[src/rtl/rtc_inc_pkg.sv]
package rtc_inc_pkg;
  // fixed-point scale applied to the 32-period count
  localparam int unsigned SCALE_MUL   = 45813;
  localparam int unsigned SCALE_SHIFT = 8;
  // drift correction shift amounts
  localparam int unsigned DRIFT_PRE   = 4;
  localparam int unsigned OFS_PRE     = 3;
  localparam int unsigned DRIFT_POST  = 15;
endpackage

[src/rtl/inc_scaler.sv]
module inc_scaler
  import rtc_inc_pkg::*;
#(
  parameter int CNT_W = 24,
  parameter int OFS_W = 16,
  parameter int INC_W = 32,
  parameter int MUL   = SCALE_MUL,
  parameter int SHIFT = SCALE_SHIFT
) (
  input  logic             clk,
  input  logic             rst,
  input  logic             flush,
  input  logic             in_vld,
  input  logic [CNT_W-1:0] in_cnt,
  input  logic [INC_W-1:0] in_old,
  input  logic             in_den,
  input  logic [OFS_W-1:0] in_ofs,
  output logic             out_vld,
  output logic [INC_W-1:0] out_new,
  output logic [INC_W-1:0] out_old,
  output logic [1:0]       stg_vld
);
  localparam int MUL_W  = $clog2(MUL + 1);
  localparam int PROD_W = CNT_W + MUL_W;
  localparam int A_W    = INC_W + 1;
  localparam int P_W    = A_W + OFS_W;

  // stage 1: fixed-point scale
  logic [PROD_W-1:0]      prod_c;
  logic                   s1_vld;
  logic [INC_W-1:0]       s1_scaled;
  logic [INC_W-1:0]       s1_old;
  logic                   s1_den;
  logic signed [OFS_W-1:0] s1_ofs;

  assign prod_c = PROD_W'(in_cnt) * PROD_W'(MUL);

  always_ff @(posedge clk) begin
    if (rst || flush) begin
      s1_vld <= 1'b0;
    end else begin
      s1_vld <= in_vld;
    end
    if (in_vld) begin
      s1_scaled <= INC_W'(prod_c >> SHIFT);
      s1_old    <= in_old;
      s1_den    <= in_den;
      s1_ofs    <= $signed(in_ofs);
    end
  end

  // stage 2: optional drift correction, signed
  logic signed [A_W-1:0]   a_c;
  logic signed [OFS_W-1:0] b_c;
  logic signed [P_W-1:0]   p_c;
  logic [INC_W-1:0]        corr_c;

  assign a_c    = $signed({1'b0, s1_scaled}) >>> DRIFT_PRE;
  assign b_c    = s1_ofs >>> OFS_PRE;
  assign p_c    = P_W'(a_c) * P_W'(b_c);
  assign corr_c = INC_W'(p_c >>> DRIFT_POST);

  always_ff @(posedge clk) begin
    if (rst || flush) begin
      out_vld <= 1'b0;
    end else begin
      out_vld <= s1_vld;
    end
    if (s1_vld) begin
      out_new <= s1_den ? (s1_scaled + corr_c) : s1_scaled;
      out_old <= s1_old;
    end
  end

  assign stg_vld = {out_vld, s1_vld};
endmodule

[src/rtl/inc_filter.sv]
module inc_filter #(
  parameter int INC_W = 32
) (
  input  logic             clk,
  input  logic             rst,
  input  logic             flush,
  input  logic             rearm,
  input  logic             in_vld,
  input  logic [INC_W-1:0] in_new,
  input  logic [INC_W-1:0] in_old,
  output logic             out_vld,
  output logic [INC_W-1:0] out_val
);
  logic             first_q;
  logic [INC_W-1:0] sum_c;
  logic [INC_W-1:0] avg_c;
  logic             take_c;

  assign take_c = in_vld && !flush;
  assign sum_c  = in_old + in_new;
  assign avg_c  = sum_c >> 1;

  always_ff @(posedge clk) begin
    if (rst) begin
      first_q <= 1'b1;
    end else if (rearm) begin
      first_q <= 1'b1;
    end else if (take_c) begin
      first_q <= 1'b0;
    end
  end

  always_ff @(posedge clk) begin
    if (rst) begin
      out_vld <= 1'b0;
      out_val <= '0;
    end else begin
      out_vld <= take_c;
      if (take_c) begin
        out_val <= first_q ? in_new : avg_c;
      end
    end
  end

  // a filtered sample drops the bypass flag unless re-armed
  a_r3_flag_clears: assert property (@(posedge clk) disable iff (rst)
    (take_c && !rearm) |=> !first_q);
endmodule

[src/rtl/inc_publisher.sv]
module inc_publisher #(
  parameter int INC_W  = 32,
  parameter int HALF_W = 16
) (
  input  logic                  clk,
  input  logic                  rst,
  input  logic                  flush,
  input  logic                  in_vld,
  input  logic [INC_W-1:0]      in_val,
  output logic [HALF_W-1:0]     lo,
  output logic [INC_W-HALF_W-1:0] hi,
  output logic                  req,
  output logic [1:0]            stg_vld
);
  localparam int HI_W = INC_W - HALF_W;

  logic            lo_v;
  logic            hi_v;
  logic [HI_W-1:0] hold_hi;

  always_ff @(posedge clk) begin
    if (rst) begin
      lo      <= '0;
      hi      <= '0;
      hold_hi <= '0;
      lo_v    <= 1'b0;
      hi_v    <= 1'b0;
      req     <= 1'b0;
    end else begin
      lo_v <= in_vld && !flush;
      hi_v <= lo_v && !flush;
      req  <= hi_v && !flush;
      if (in_vld && !flush) begin
        lo      <= in_val[HALF_W-1:0];
        hold_hi <= in_val[INC_W-1:HALF_W];
      end
      if (lo_v && !flush) begin
        hi <= hold_hi;
      end
    end
  end

  assign stg_vld = {hi_v, lo_v};

  // request is one cycle wide
  a_r6_single_pulse: assert property (@(posedge clk) disable iff (rst)
    req |=> !req);
  // both halves already settled when the request shows
  a_r6_halves_settled: assert property (@(posedge clk) disable iff (rst)
    req |-> ($stable(lo) && $stable(hi)));
  // a new run blocks any request
  a_r7_flush_blocks: assert property (@(posedge clk) disable iff (rst)
    flush |=> !req);
endmodule

[src/rtl/rtc_subsec_updater.sv]
module rtc_subsec_updater
  import rtc_inc_pkg::*;
#(
  parameter int CNT_W  = 24,
  parameter int OFS_W  = 16,
  parameter int INC_W  = 32,
  parameter int OLD_W  = 24,
  parameter int HALF_W = 16
) (
  input  logic                    clk,
  input  logic                    rst,
  input  logic                    meas_valid,
  input  logic [CNT_W-1:0]        meas_count,
  input  logic [INC_W-1:0]        cur_inc,
  input  logic                    drift_en,
  input  logic [OFS_W-1:0]        drift_ofs,
  input  logic                    first_rearm,
  input  logic                    run_start,
  output logic [HALF_W-1:0]       inc_lo,
  output logic [INC_W-HALF_W-1:0] inc_hi,
  output logic                    upd_req
);
  localparam logic [INC_W-1:0] OLD_MASK = INC_W'((64'd1 << OLD_W) - 64'd1);

  logic [1:0]       sc_stg;
  logic [1:0]       pb_stg;
  logic             sc_vld;
  logic [INC_W-1:0] sc_new;
  logic [INC_W-1:0] sc_old;
  logic             fl_vld;
  logic [INC_W-1:0] fl_val;
  logic             busy_c;
  logic             accept_c;
  logic [INC_W-1:0] old_masked;

  assign busy_c     = |{sc_stg, fl_vld, pb_stg};
  assign accept_c   = meas_valid && !run_start && !busy_c;
  assign old_masked = cur_inc & OLD_MASK;

  inc_scaler #(
    .CNT_W(CNT_W), .OFS_W(OFS_W), .INC_W(INC_W),
    .MUL(SCALE_MUL), .SHIFT(SCALE_SHIFT)
  ) u_scale (
    .clk(clk), .rst(rst), .flush(run_start),
    .in_vld(accept_c), .in_cnt(meas_count), .in_old(old_masked),
    .in_den(drift_en), .in_ofs(drift_ofs),
    .out_vld(sc_vld), .out_new(sc_new), .out_old(sc_old),
    .stg_vld(sc_stg)
  );

  inc_filter #(.INC_W(INC_W)) u_filt (
    .clk(clk), .rst(rst), .flush(run_start), .rearm(first_rearm),
    .in_vld(sc_vld), .in_new(sc_new), .in_old(sc_old),
    .out_vld(fl_vld), .out_val(fl_val)
  );

  inc_publisher #(.INC_W(INC_W), .HALF_W(HALF_W)) u_pub (
    .clk(clk), .rst(rst), .flush(run_start),
    .in_vld(fl_vld), .in_val(fl_val),
    .lo(inc_lo), .hi(inc_hi), .req(upd_req), .stg_vld(pb_stg)
  );

  // only one measurement travels the pipeline at a time
  a_r8_one_in_flight: assert property (@(posedge clk) disable iff (rst)
    $onehot0({sc_stg, fl_vld, pb_stg}));
endmodule

[config.mk]
export PLATFORM = sky130hd
export DESIGN_NAME = rtc_subsec_updater
export DESIGN_NICKNAME = d
export VERILOG_FILES = /design/src/rtl/rtc_inc_pkg.sv /design/src/rtl/inc_scaler.sv /design/src/rtl/inc_filter.sv /design/src/rtl/inc_publisher.sv /design/src/rtl/rtc_subsec_updater.sv
export SDC_FILE = /design/constraint.sdc
export NUM_CORES = 2
export LEC_CHECK = 0
export BUFFER_PORTS_ARGS = -buffer_cell sky130_fd_sc_hd__buf_2
export CORE_ASPECT_RATIO = 1.5
export CORE_MARGIN = 4
export CORE_UTILIZATION = 31
export DETAILED_ROUTE_END_ITERATION = 10
export PLACE_DENSITY_LB_ADDON = 0.1
export SLEW_MARGIN = 40
export SYNTH_ARGS = -nofsm -noshare
export SYNTH_HDL_FRONTEND = slang
export SYNTH_SLANG_ARGS = --single-unit
export TNS_END_PERCENT = 20
[constraint.sdc]
create_clock -name clk -period 9.9 [get_ports clk]
set_input_delay 1.98 -clock clk [delete_from_list [all_inputs] [get_ports clk]]
set_output_delay 1.98 -clock clk [all_outputs]
set_load 0.01 [all_outputs]
==> flow_metrics.py <==
metrics = {
    "setup_path": {
        "critical_path_class": "flip-flop to flip-flop",
        "crit_arrival_ns": 9.68,
        "cp_slowest_cell": "edfxtp_1",
        "reg2reg_to": "u_scale.out_new[30]",
        "required_ns": 10.20,
        "r2r_setup_slack_ns": 0.52,
        "path_buf_inv": 6,
        "start_kind": "flip-flop",
        "startpoint": "u_scale.s1_scaled[11]",
        "path_delay_family": "adder cells",
        "cp.depth": 37,
        "worstPathMaxFanout": 11,
        "worstSetupEndpoint": "u_scale.out_new[30]",
        "max_stage_delay_ns": 0.64,
        "r2r_start": "u_scale.s1_scaled[11]",
        "worstRegToRegCells": 37,
        "critPathCaptureType": "flip-flop",
    },
    "timing": {
        "setup_viol": 0,
        "min_period_over_period": 0.948,
        "hold_viol_final": 0,
        "tns_ns": 0,
        "drv_slew": 0,
        "fin_crit_ns": 9.38,
        "slew_headroom": 0.455,
        "fmax_ghz": 0.107,
        "finClkSkew_ns": 0.0279,
        "tightest_slew_ns": 0.818,
        "rsz0062_at_grt": "false",
    },
    "die": {
        "die_area_mm2": 0.0952,
        "row_count": 134,
        "die_w_um": 253,
        "core_area_mm2": 0.0892,
        "floorplan.initialDensity": 0.314,
        "ioPinCount": 111,
        "die_h_um": 376,
    },
    "clocking": {
        "path_clk_slew_ns": 0.06,
        "tritoncts": "done",
        "cts.sinks": 213,
        "htree_levels": 1,
        "ctsHoldBuffers": 0,
        "clock_latency_ns": 0.58,
        "cts_setup_buffers": 0,
        "cts_root_buffer": "clkbuf_16",
        "numCtsBuffers": 25,
        "clk_path_buf_depth": 3,
        "cts-resized-gates": 0,
    },
    "synthesis": {
        "synth_edf_count": 126,
        "ys_async_sr_fraction": 0,
        "ys_warn_count": 0,
        "syn-num-nets": 3681,
        "synth_seq_cells": 213,
        "ys_seq_area_frac": 0.198,
        "syn_inst": 2818,
        "synth.cell_area_mm2": 0.0280,
        "synth_ff_type": "edfxtp_1",
        "yosysUniqueCellTypes": 64,
        "syn_area_per_cell_um2": 9.93,
    },
    "route": {
        "wl_mm": 77.9,
        "ant_nets": 0,
        "vias": 19531,
        "first_pass_iters": 5,
        "route.detailed.drc": 0,
        "drt_iter0_markers": 775,
        "wl_per_cell_um": 19.1,
        "vias_per_cell": 4.79,
    },
    "final_layout": {
        "area_growth_pct": 10.6,
        "antenna_cells": 0,
        "drive_above_1_share": 0.0850,
        "final_nets": 3763,
    },
    "status": {
        "outcome": "complete, no violations",
    },
    "grt": {
        "grt_pass1_wl_mm": 124,
        "grt_overflow": 0,
        "antenna_found_initial": 2,
        "grtUsageTotal": 0.167,
        "grt_max_degree": 67,
        "grt_pass1_vias": 21844,
    },
    "worst_hold_path": {
        "hp-class": "flip-flop to flip-flop",
        "hold_depth": 0,
    },
    "placed_design": {
        "dpl.hpwl_mm": 64.8,
        "port-buffer-count": 99,
        "gp_congestion": 0.871,
    },
    "flow_run": {
        "max_cap_violations": 0,
    },
}
## registers in the layout, indices dropped and copies added, names as in the netlist, 16 cells and up
| register | count |
|---|---|
| u_scale.out_new | 32 |
| u_pub.hold_hi | 16 |
| u_scale.out_old | 24 |
| u_scale.s1_old | 24 |
| u_pub.lo | 16 |
| u_pub.hi | 16 |
| u_scale.s1_scaled | 32 |
| u_filt.out_val | 32 |
## cell families (layout without fill, tap and decap cells)
| group | count (synthesis) | after routing | synth area share |
|---|---|---|---|
| adder cells (fa/ha/maj) | 785 | 785 | 0.472 |
| AND/OR/NAND/NOR | 755 | 755 | 0.126 |
| buffers and inverters | 547 | 648 | 0.0734 |
| AO/OA/AOI/OAI | 391 | 391 | 0.0891 |
| flip-flops | 213 | 213 | 0.198 |
| XOR/XNOR | 101 | 101 | 0.0316 |
| multiplexers | 26 | 26 | 0.0102 |
## worst register-to-register path: cells and delay by family (launching register included)
family / cells / cell delay (ns)
adder cells (fa/ha/maj): 8 / 3.38
AO/OA/AOI/OAI: 12 / 2.55
AND/OR/NAND/NOR: 10 / 1.77
flip-flops: 1 / 0.64
buffers and inverters: 6 / 0.53
XOR/XNOR: 1 / 0.24
## Yosys cell counts (4+ instances only)
cell type,number,share of area
nor3b_1,4,0.0011
a21o_1,54,0.014
o21ai_0,65,0.012
o22ai_1,4,0.00089
or2_2,5,0.0011
nand3_1,14,0.0025
or3_1,7,0.0016
nand2_1,381,0.051
xor2_1,34,0.011
o2bb2ai_1,4,0.0013
ha_1,335,0.15
nor3_1,23,0.0041
dfxtp_1,87,0.062
and3_1,13,0.0029
o211ai_1,15,0.0040
nand4_1,13,0.0029
mux2i_1,5,0.0018
a21oi_1,150,0.027
nand2b_1,18,0.0040
edfxtp_1,126,0.14
fa_1,450,0.32
nor2b_1,45,0.010
a211oi_1,16,0.0043
o31ai_1,7,0.0019
a41oi_1,4,0.0013
nand3b_1,4,0.0011
xnor2_1,67,0.021
o21bai_1,13,0.0035
mux2_2,21,0.0085
clkbuf_1,104,0.014
inv_1,435,0.058
a221oi_1,4,0.0013
o21a_1,16,0.0043
a221o_1,5,0.0018
buf_1,7,0.00094
and2_1,130,0.029
nor2_1,87,0.012
## routing by layer
layer,track usage,vias up,routed length [um]
met5,0,-,23
met4,0.0474,4,2330
met3,0.0148,109,2040
met2,0.327,286,43200
met1,0.190,9882,30300
li1,-,9250,-
## cell type report
| type | instances | area [um2] |
|---|---|---|
| fillers | 9131 | 58300 |
| clock buffers | 31 | 689 |
| multi-input cells | 2058 | 20400 |
| well taps | 1156 | 1450 |
| inverters | 435 | 1630 |
| flip-flops and latches | 213 | 5530 |
| repair buffers | 167 | 1050 |
| clock inverters | 15 | 194 |
## per-stage QoR
| step | area [um2] | setup WS (ns) | hold slack [ns] | utilization | cells |
|---|---|---|---|---|---|
| floorplan | 28000 | 1.54 | 0.400 | - | 2818 |
| global placement | 30000 | 0.597 | 0.409 | 0.336 | 4025 |
| detailed placement | 30100 | 0.532 | 0.408 | 0.337 | 4029 |
| CTS | 30900 | 0.494 | 0.423 | 0.347 | 4075 |
| global route | 30900 | 0.00387 | 0.424 | 0.347 | 4075 |
| finish | 30900 | 0.516 | 0.420 | 0.347 | 4075 |
## placed cells by master, fill, tap and decap left out, types with 13 or more instances in the layout
| cell | Yosys | final |
|---|---|---|
| nand4_1 | 13 | 13 |
| and2_1 | 130 | 130 |
| a21oi_1 | 150 | 150 |
| o21a_1 | 16 | 16 |
| a211oi_1 | 16 | 16 |
| clkbuf_16 | 0 | 26 |
| xor2_1 | 34 | 34 |
| edfxtp_1 | 126 | 126 |
| inv_1 | 435 | 435 |
| o21bai_1 | 13 | 13 |
| nor2_1 | 87 | 87 |
| ha_1 | 335 | 335 |
| dfxtp_1 | 87 | 85 |
| buf_2 | 1 | 99 |
| nor3_1 | 23 | 23 |
| o211ai_1 | 15 | 15 |
| fa_1 | 450 | 450 |
| nor2b_1 | 45 | 42 |
| a21o_1 | 54 | 54 |
| nand3_1 | 14 | 14 |
| mux2_2 | 21 | 21 |
| nand2_1 | 381 | 381 |
| nand2b_1 | 18 | 18 |
| o21ai_0 | 65 | 65 |
| buf_4 | 0 | 62 |
| xnor2_1 | 67 | 67 |
## worst min path at each step
stage	from	to	slack, ns
floorplan	u_scale.s1_old[0]	u_scale.out_old[0]	0.40
global placement	u_scale.s1_old[22]	u_scale.out_old[22]	0.41
detailed placement	u_scale.s1_old[14]	u_scale.out_old[14]	0.41
CTS	u_scale.s1_old[6]	u_scale.out_old[6]	0.42
global route	u_scale.s1_old[6]	u_scale.out_old[6]	0.42
finish	u_scale.s1_old[6]	u_scale.out_old[6]	0.42
Power is left out: the tool's default activity adds up to more than one toggle a clock period on the data nets, which glitch-free logic cannot reach.
